**config.mk**
```make
export PLATFORM = sky130hd
export DESIGN_NAME = xfer_datapath
export DESIGN_NICKNAME = d
export VERILOG_FILES = /design/src/rtl/xfer_pkg.sv /design/src/rtl/xfer_bus_sel.sv /design/src/rtl/xfer_reg_bank.sv /design/src/rtl/xfer_datapath.sv
export SDC_FILE = /design/constraint.sdc
export NUM_CORES = 1
export LEC_CHECK = 0
export BUFFER_PORTS_ARGS = -buffer_cell sky130_fd_sc_hd__clkbuf_2
export CAP_MARGIN = 20
export CORE_MARGIN = 2
export CORE_UTILIZATION = 45
export CTS_CLUSTER_DIAMETER = 100
export CTS_CLUSTER_SIZE = 10
export DETAILED_ROUTE_END_ITERATION = 8
export PLACE_DENSITY = 0.73
export SYNTH_ARGS = -nofsm -noshare
export SYNTH_HDL_FRONTEND = slang
export SYNTH_HIERARCHICAL = 1
export SYNTH_SLANG_ARGS = --single-unit
```
**constraint.sdc**
```tcl
create_clock -name clk -period 4.26 [get_ports clk]
set_input_delay 0.852 -clock clk [delete_from_list [all_inputs] [get_ports clk]]
set_output_delay 0.852 -clock clk [all_outputs]
set_load 0.01 [all_outputs]
```
**src/rtl/xfer_pkg.sv**
```systemverilog
package xfer_pkg;
  // sources that are not registers: adder then external input
  localparam int unsigned XP_EXTRA_SRC = 2;
  localparam int unsigned XP_ADD_OFS   = 0;
  localparam int unsigned XP_EXT_OFS   = 1;
endpackage

```
**src/rtl/xfer_bus_sel.sv**
```systemverilog
module xfer_bus_sel #(
  parameter int unsigned WIDTH = 8,
  parameter int unsigned NSRC  = 6
) (
  input  logic                        clk,
  input  logic                        rst,
  input  logic [NSRC-1:0]             sel,
  input  logic [NSRC-1:0][WIDTH-1:0]  src,
  output logic [WIDTH-1:0]            bus
);
  logic [NSRC-1:0][WIDTH-1:0] gated;

  // one gated driver per source, replicated over every bit
  for (genvar s = 0; s < NSRC; s++) begin : g_drv
    assign gated[s] = src[s] & {WIDTH{sel[s]}};
  end

  always_comb begin
    bus = '0;
    for (int s = 0; s < NSRC; s++) bus = bus | gated[s];
  end

  // an idle bus reads as zero
  p_idle_zero_r2: assert property (@(posedge clk) disable iff (rst)
    (sel == '0) |-> (bus == '0));
endmodule

```
**src/rtl/xfer_reg_bank.sv**
```systemverilog
module xfer_reg_bank #(
  parameter int unsigned WIDTH = 8,
  parameter int unsigned NREG  = 4
) (
  input  logic                        clk,
  input  logic                        rst,
  input  logic [NREG-1:0]             strobe,
  input  logic [WIDTH-1:0]            din,
  output logic [NREG-1:0][WIDTH-1:0]  q
);
  for (genvar i = 0; i < NREG; i++) begin : g_reg
    always_ff @(posedge clk) begin
      if (rst)            q[i] <= '0;
      else if (strobe[i]) q[i] <= din;
    end

    // strobed register captures the bus value
    p_load_r5: assert property (@(posedge clk) disable iff (rst)
      strobe[i] |=> (q[i] == $past(din)));
    // unstrobed register holds
    p_keep_r5: assert property (@(posedge clk) disable iff (rst)
      !strobe[i] |=> $stable(q[i]));
  end
endmodule

```
**src/rtl/xfer_datapath.sv**
```systemverilog
module xfer_datapath #(
  parameter int unsigned DATA_W   = 8,
  parameter int unsigned NUM_REGS = 4
) (
  input  logic                              clk,
  input  logic                              rst,
  input  logic [NUM_REGS+1:0]               src_sel,
  input  logic [NUM_REGS-1:0]               dst_mask,
  input  logic [DATA_W-1:0]                 ext_data,
  input  logic                              ext_valid,
  output logic                              ext_ready,
  output logic [DATA_W-1:0]                 bus_mon,
  output logic [NUM_REGS*DATA_W-1:0]        reg_view,
  output logic                              sel_err
);
  import xfer_pkg::*;

  localparam int unsigned NSRC    = NUM_REGS + XP_EXTRA_SRC;
  localparam int unsigned ADD_IDX = NUM_REGS + XP_ADD_OFS;
  localparam int unsigned EXT_IDX = NUM_REGS + XP_EXT_OFS;
  localparam int unsigned CNT_W   = $clog2(NSRC + 1);

  logic [NUM_REGS-1:0][DATA_W-1:0] regs;
  logic [NSRC-1:0][DATA_W-1:0]     srcs;
  logic [DATA_W-1:0]               bus;
  logic [NUM_REGS-1:0]             strobe;
  logic [CNT_W-1:0]                sel_cnt;
  logic                            multi_sel;
  logic                            ext_stall;
  logic                            write_ok;

  for (genvar i = 0; i < NUM_REGS; i++) begin : g_src
    assign srcs[i] = regs[i];
    assign reg_view[i*DATA_W +: DATA_W] = regs[i];
  end
  assign srcs[ADD_IDX] = regs[0] + regs[1];
  assign srcs[EXT_IDX] = ext_data;

  always_comb begin
    sel_cnt = '0;
    for (int s = 0; s < NSRC; s++) sel_cnt = sel_cnt + CNT_W'(src_sel[s]);
  end

  assign multi_sel = (sel_cnt > CNT_W'(1));
  assign ext_stall = src_sel[EXT_IDX] & ~ext_valid;
  assign write_ok  = ~multi_sel & ~ext_stall;
  assign strobe    = dst_mask & {NUM_REGS{write_ok}};
  assign ext_ready = src_sel[EXT_IDX] & ~multi_sel;
  assign bus_mon   = bus;

  xfer_bus_sel #(.WIDTH(DATA_W), .NSRC(NSRC)) u_bus (
    .clk (clk),
    .rst (rst),
    .sel (src_sel),
    .src (srcs),
    .bus (bus)
  );

  xfer_reg_bank #(.WIDTH(DATA_W), .NREG(NUM_REGS)) u_bank (
    .clk    (clk),
    .rst    (rst),
    .strobe (strobe),
    .din    (bus),
    .q      (regs)
  );

  always_ff @(posedge clk) begin
    if (rst)            sel_err <= 1'b0;
    else if (multi_sel) sel_err <= 1'b1;
  end

  // error flag is sticky
  p_err_sticky_r7: assert property (@(posedge clk) disable iff (rst)
    sel_err |=> sel_err);
  // illegal select freezes every register
  p_multi_hold_r7: assert property (@(posedge clk) disable iff (rst)
    ($countones(src_sel) > 1) |=> ($stable(regs) && sel_err));
  // stalled external transfer freezes every register
  p_stall_hold_r8: assert property (@(posedge clk) disable iff (rst)
    (src_sel[EXT_IDX] && !ext_valid) |=> $stable(regs));
  // ready only with the external source alone
  p_ready_r4: assert property (@(posedge clk) disable iff (rst)
    ext_ready |-> (src_sel[EXT_IDX] && $onehot(src_sel)));
endmodule

```
### Word-level counts from Yosys, hierarchy flattened

Index checks and enable logic that the tools add are counted.

| operators by class | value |
|---|---|
| $add $sub $neg | 6 |
| $lt $le $gt $ge | 1 |
| bitwise operators | 18 |

Operator list:

| cell | count |
|---|---|
| 8-bit AND | 6 |
| 8-bit bitwise OR | 5 |
| 3-bit by 1-bit adder with 3-bit output | 3 |
| 8-bit adder | 1 |
| 4-bit AND | 1 |
| 2-bit by 1-bit adder with 3-bit output | 1 |
| 1-bit AND | 3 |
| 3-bit by 1-bit greater-than comparator with 1-bit output (second input constant) | 1 |
| 1-bit NOT | 3 |
| 1-bit by 1-bit adder with 2-bit output | 1 |

| storage, ports and cells | value |
|---|---|
| register bits after elaboration | 33 |
| input bits | 21 |
| output and inout bits | 42 |
| logic and storage cells | 30 |

### Longest topological paths before layout

| depth | value |
|---|---|
| word-level depth | 9 |
| depth in mapped cells | 11 |
| gate-level depth less buffers | 10 |

### By module

The synthesis kept the hierarchy.

By module, submodules not included:

| module | instances | cells each | area an instance (µm²) | seq. area each (µm²) |
|---|---|---|---|---|
| xfer_reg_bank | 1 | 103 | 1141.1 | 640.6 |
| xfer_datapath | 1 | 61 | 489.2 | 20.0 |
| xfer_bus_sel | 1 | 38 | 250.2 | 0.0 |

### Worst setup path after synthesis

No wires, ideal clock.

| timing | value |
|---|---|
| kind | input port to output port |
| start | input port src_sel[0] |
| end | output port ext_ready |
| arrival time | 2.735 ns |
| data required time | 3.408 ns |
| setup slack | 0.673 ns |
| cell stages on the path | 6 |
| buffers on the path | 0 |
| cells stage by stage | fa_1 -> inv_1 -> fa_1 -> nor2b_1 -> fa_1 -> nor3_1 |

| between the ends | value |
|---|---|
| word-level cells in the longest chain between the ends | 8 |

Ends and longest elaborated chain:

| item | RTL line | RTL |
|---|---|---|
| start: declaration | xfer_datapath.sv:7 | `input logic [NUM_REGS+1:0] src_sel,` |
| 1-bit by 1-bit adder with 2-bit output | xfer_datapath.sv:41 | `for (int s = 0; s < NSRC; s++) sel_cnt = sel_cnt + CNT_W'(src_sel[s]);` |
| 2-bit by 1-bit adder with 3-bit output | xfer_datapath.sv:41 |  |
| 3-bit by 1-bit adder with 3-bit output (3 in series) | xfer_datapath.sv:41 |  |
| 3-bit by 1-bit greater-than comparator with 1-bit output | xfer_datapath.sv:44 | `assign multi_sel = (sel_cnt > CNT_W'(1));` |
| 1-bit NOT | xfer_datapath.sv:48 | `assign ext_ready = src_sel[EXT_IDX] & ~multi_sel;` |
| 1-bit AND | xfer_datapath.sv:48 |  |
| end: declaration | xfer_datapath.sv:11 | `output logic ext_ready,` |

No other way between the ends.

### Worst setup path after layout

Same ends and word-level chain as after synthesis.

==> flow_summary.ini <==
[status]
status = finished clean

[power]
p_switching_uw = 283
clkPwrFrac = 0.274
pwr_density_cell_mw_per_mm2 = 369
peakVddDrop_mv = 0.200
p_total_uw = 841
comb_power_share = 0.306
swShare = 0.337
p_int_uw = 558
seq_power_share = 0.421
power.leakage_uw = 0.00103

[worst_setup_path]
crit_start = src_sel[0]
r2r_slack_ps = 1920
timing.rr.end = u_bank/q[30]$_SDFFE_PP0P_
cp-end-kind = output pin
crit_cells = 8
cp.required_ps = 3410
path_common_cell = fa_1
crit_type = primary input to output pin
worstReg2RegStart = u_bank/q[0]$_SDFFE_PP0P_
arrival_ps = 3060
crit_path_max_fanout = 9
start_kind = primary input
cpPeakStageDelay_ps = 570
cp_cell_sequence = clkbuf_2, fa_1, inv_1, fa_1, nor2b_1, fa_1, nor3_1, clkbuf_2
critPathTopFamily = adder cells
r2r_cells = 10
critPathBufInv = 3
cpMaxStageDelayCell = fa_1
cp-endpoint = ext_ready

[clocking]
cts_buffers = 5
cts_tree = yes
post_cts_buffers = 0
clk_transition_reported_paths_ps = 70
clk_latency_ps = 290
cts.sinks = 33
clock_tree.buffer_depth = 2
root_buffer = clkbuf_8
htreeDepth = 2
cts_resized = 0
cts_hold_buf = 0

[logic_synthesis]
yosys_warnings = 6
synth_top_family_by_area = multiplexers
syn-num-nets = 234
async_flop_share = 0
synth_compound_area_frac = 0.166
ys_ff_latch = 33
ys_seq_area_frac = 0.351
avgSynthCellArea_um2 = 9.31
synth_top_area_frac = 0.351
yosys.area_share.simple = 0.139
synthMuxAreaShare = 0.170
synth_adder_area_share = 0.0892
synthTopCellsByCount = nor2_1 (35), dfxtp_1 (33), mux2i_1 (32)
synth.area.top_cells = dfxtp_1 (35%), mux2i_1 (17%), a22oi_1 (9.6%)
yosysTopAreaCell = dfxtp_1
ys.flop_type = dfxtp_1
netlist_area_mm2 = 0.00188
synth_most_common_cell = nor2_1
yosys.area_share.xor_xnor = 0.0186
syn_inst = 202
yosysUniqueCellTypes = 31
synth-edff-count = 0

[grt]
overflow = 0
grt.met1_usage = 0.283
grt_max_degree = 34
grt_pass1_wl_mm = 7.42
grt_util_all_layers = 0.216
grt_util_met2 = 0.347
grt_use_met3 = 0.0406
grt_pass1_vias = 1582
busiest_layer = met2
antenna_found_initial = 0

[detailed_routing]
drt_iter0_drc = 85
drc_errors = 0
avgViaCountPerCell = 5.38
postRouteAntennaNets = 0
drt-total-wl_mm = 4.75
first_pass_iters = 4
wl_per_cell_um = 15.2
vias = 1685

[die]
die_area_mm2 = 0.00471
fp.dieW_um = 68.6
core-area_mm2 = 0.00400
start_util = 0.470
dieHeight_um = 68.6
io_pins = 63
rows = 23

[sta]
slew_headroom = 0.538
fin_setup_tns_ps = 0
period_share = 0.919
hold-worst-slack_ps = 494
drv_slew = 0
finalHoldViolCount = 0
max_clock_freq_ghz = 0.256
period_needed_ps = 3910
worst_slew_pin_slew_ps = 693
setup_violations = 0
clock_skew_ps = 7.74
rsz0062_at_grt = false

[cells_and_area]
drive_above_1_share = 0.281
fillCellCount = 378
antenna_cells = 0
ff_latch_area_um2 = 661
final_util = 0.569
finalNetCount = 294
multiInputGateArea_mm2 = 0.00110
syn_to_final_growth_pct = 21.0
design_area_mm2 = 0.00228

[worst_hold_path]
min_path_type = flop to flop
hp-start = sel_err$_SDFFE_PP0P_

[placement]
place.gp.congestion = 0.914
port_buffers = 62
place_area_mm2 = 0.00219
hpwl_mm = 3.34

[job]
cap_violations = 0
## state kept, by name (all words and copies together), names as in the netlist
name and cells:
u_bank/q 32, sel_err 1
## cell families after synthesis
logic type                 count (synthesis)
buffers and inverters                     22
DFF                                       33
AOI/OAI and AO/OA                         43
xor gates and xnor gates                   4
muxes                                     32
and+or+nand+nor                           57
adders and majority gates                 11
## power by group through the flow
stage	clock network (uW)	logic, uW	registers [uW]
6_report	230	257	354
5_1_grt	244	285	357
4_1_cts	235	257	354
3_5_place_dp	0	256	360
3_3_place_gp	0	253	361
2_1_floorplan	0	172	367
## per-stage QoR
stage | std cells | worst slack (ps)
2_1_floorplan | 202 | 673
4_1_cts | 313 | 334
5_1_grt | 313 | 180
6_report | 313 | 346
3_3_place_gp | 305 | 394
3_5_place_dp | 305 | 363
## worst min path at each step
stage,end,slack (ps),cells past startpoint
after floorplan,sel_err$_SDFFE_PP0P_,520,2
after global placement,sel_err$_SDFFE_PP0P_,480,2
after detailed placement,sel_err$_SDFFE_PP0P_,490,2
after CTS,sel_err$_SDFFE_PP0P_,510,2
after global routing,sel_err$_SDFFE_PP0P_,540,2
final,sel_err$_SDFFE_PP0P_,490,2
## metal layers
layer,up-vias,routed length (um)
li1,842,-
met1,778,2130
met2,51,2280
met3,14,233
met4,0,110
met5,-,0
## layout by cell type, fill, tap and decap left out, types with 2 or more instances in the layout
cell | Yosys | layout
clkinv_2 | 0 | 2
a21oi_1 | 5 | 5
clkbuf_2 | 1 | 62
buf_4 | 0 | 4
dfxtp_1 | 33 | 33
clkbuf_8 | 0 | 5
nor3_1 | 3 | 3
ha_1 | 7 | 7
a22oi_1 | 24 | 24
nand3_1 | 8 | 8
o21ai_0 | 2 | 2
o211ai_1 | 3 | 3
inv_1 | 9 | 9
fa_1 | 4 | 4
nor2b_1 | 3 | 3
xor2_1 | 2 | 2
mux2i_1 | 32 | 32
xnor2_1 | 2 | 2
o21a_1 | 2 | 2
nor2_1 | 35 | 35
and2_1 | 4 | 4
## layout make-up
type | instances | share of cell area
multi-input combinational | 147 | 0.482
sequential | 33 | 0.290
timing repair buffer | 66 | 0.150
clock buffer | 6 | 0.0319
tap | 50 | 0.0275
inverter | 9 | 0.0148
clock inverter | 2 | 0.00440
## worst register-to-register path, cell delays in order, from the launching register on
cell and delay (ps):
dfxtp_1 390, ha_1 220, inv_1 70, fa_1 440, nor2b_4 150, o31a_1 160
o311ai_1 100, a22oi_1 180, nand3_1 220, mux2i_1 210, nor2_1 50
(Power assumes the default switching activity.)
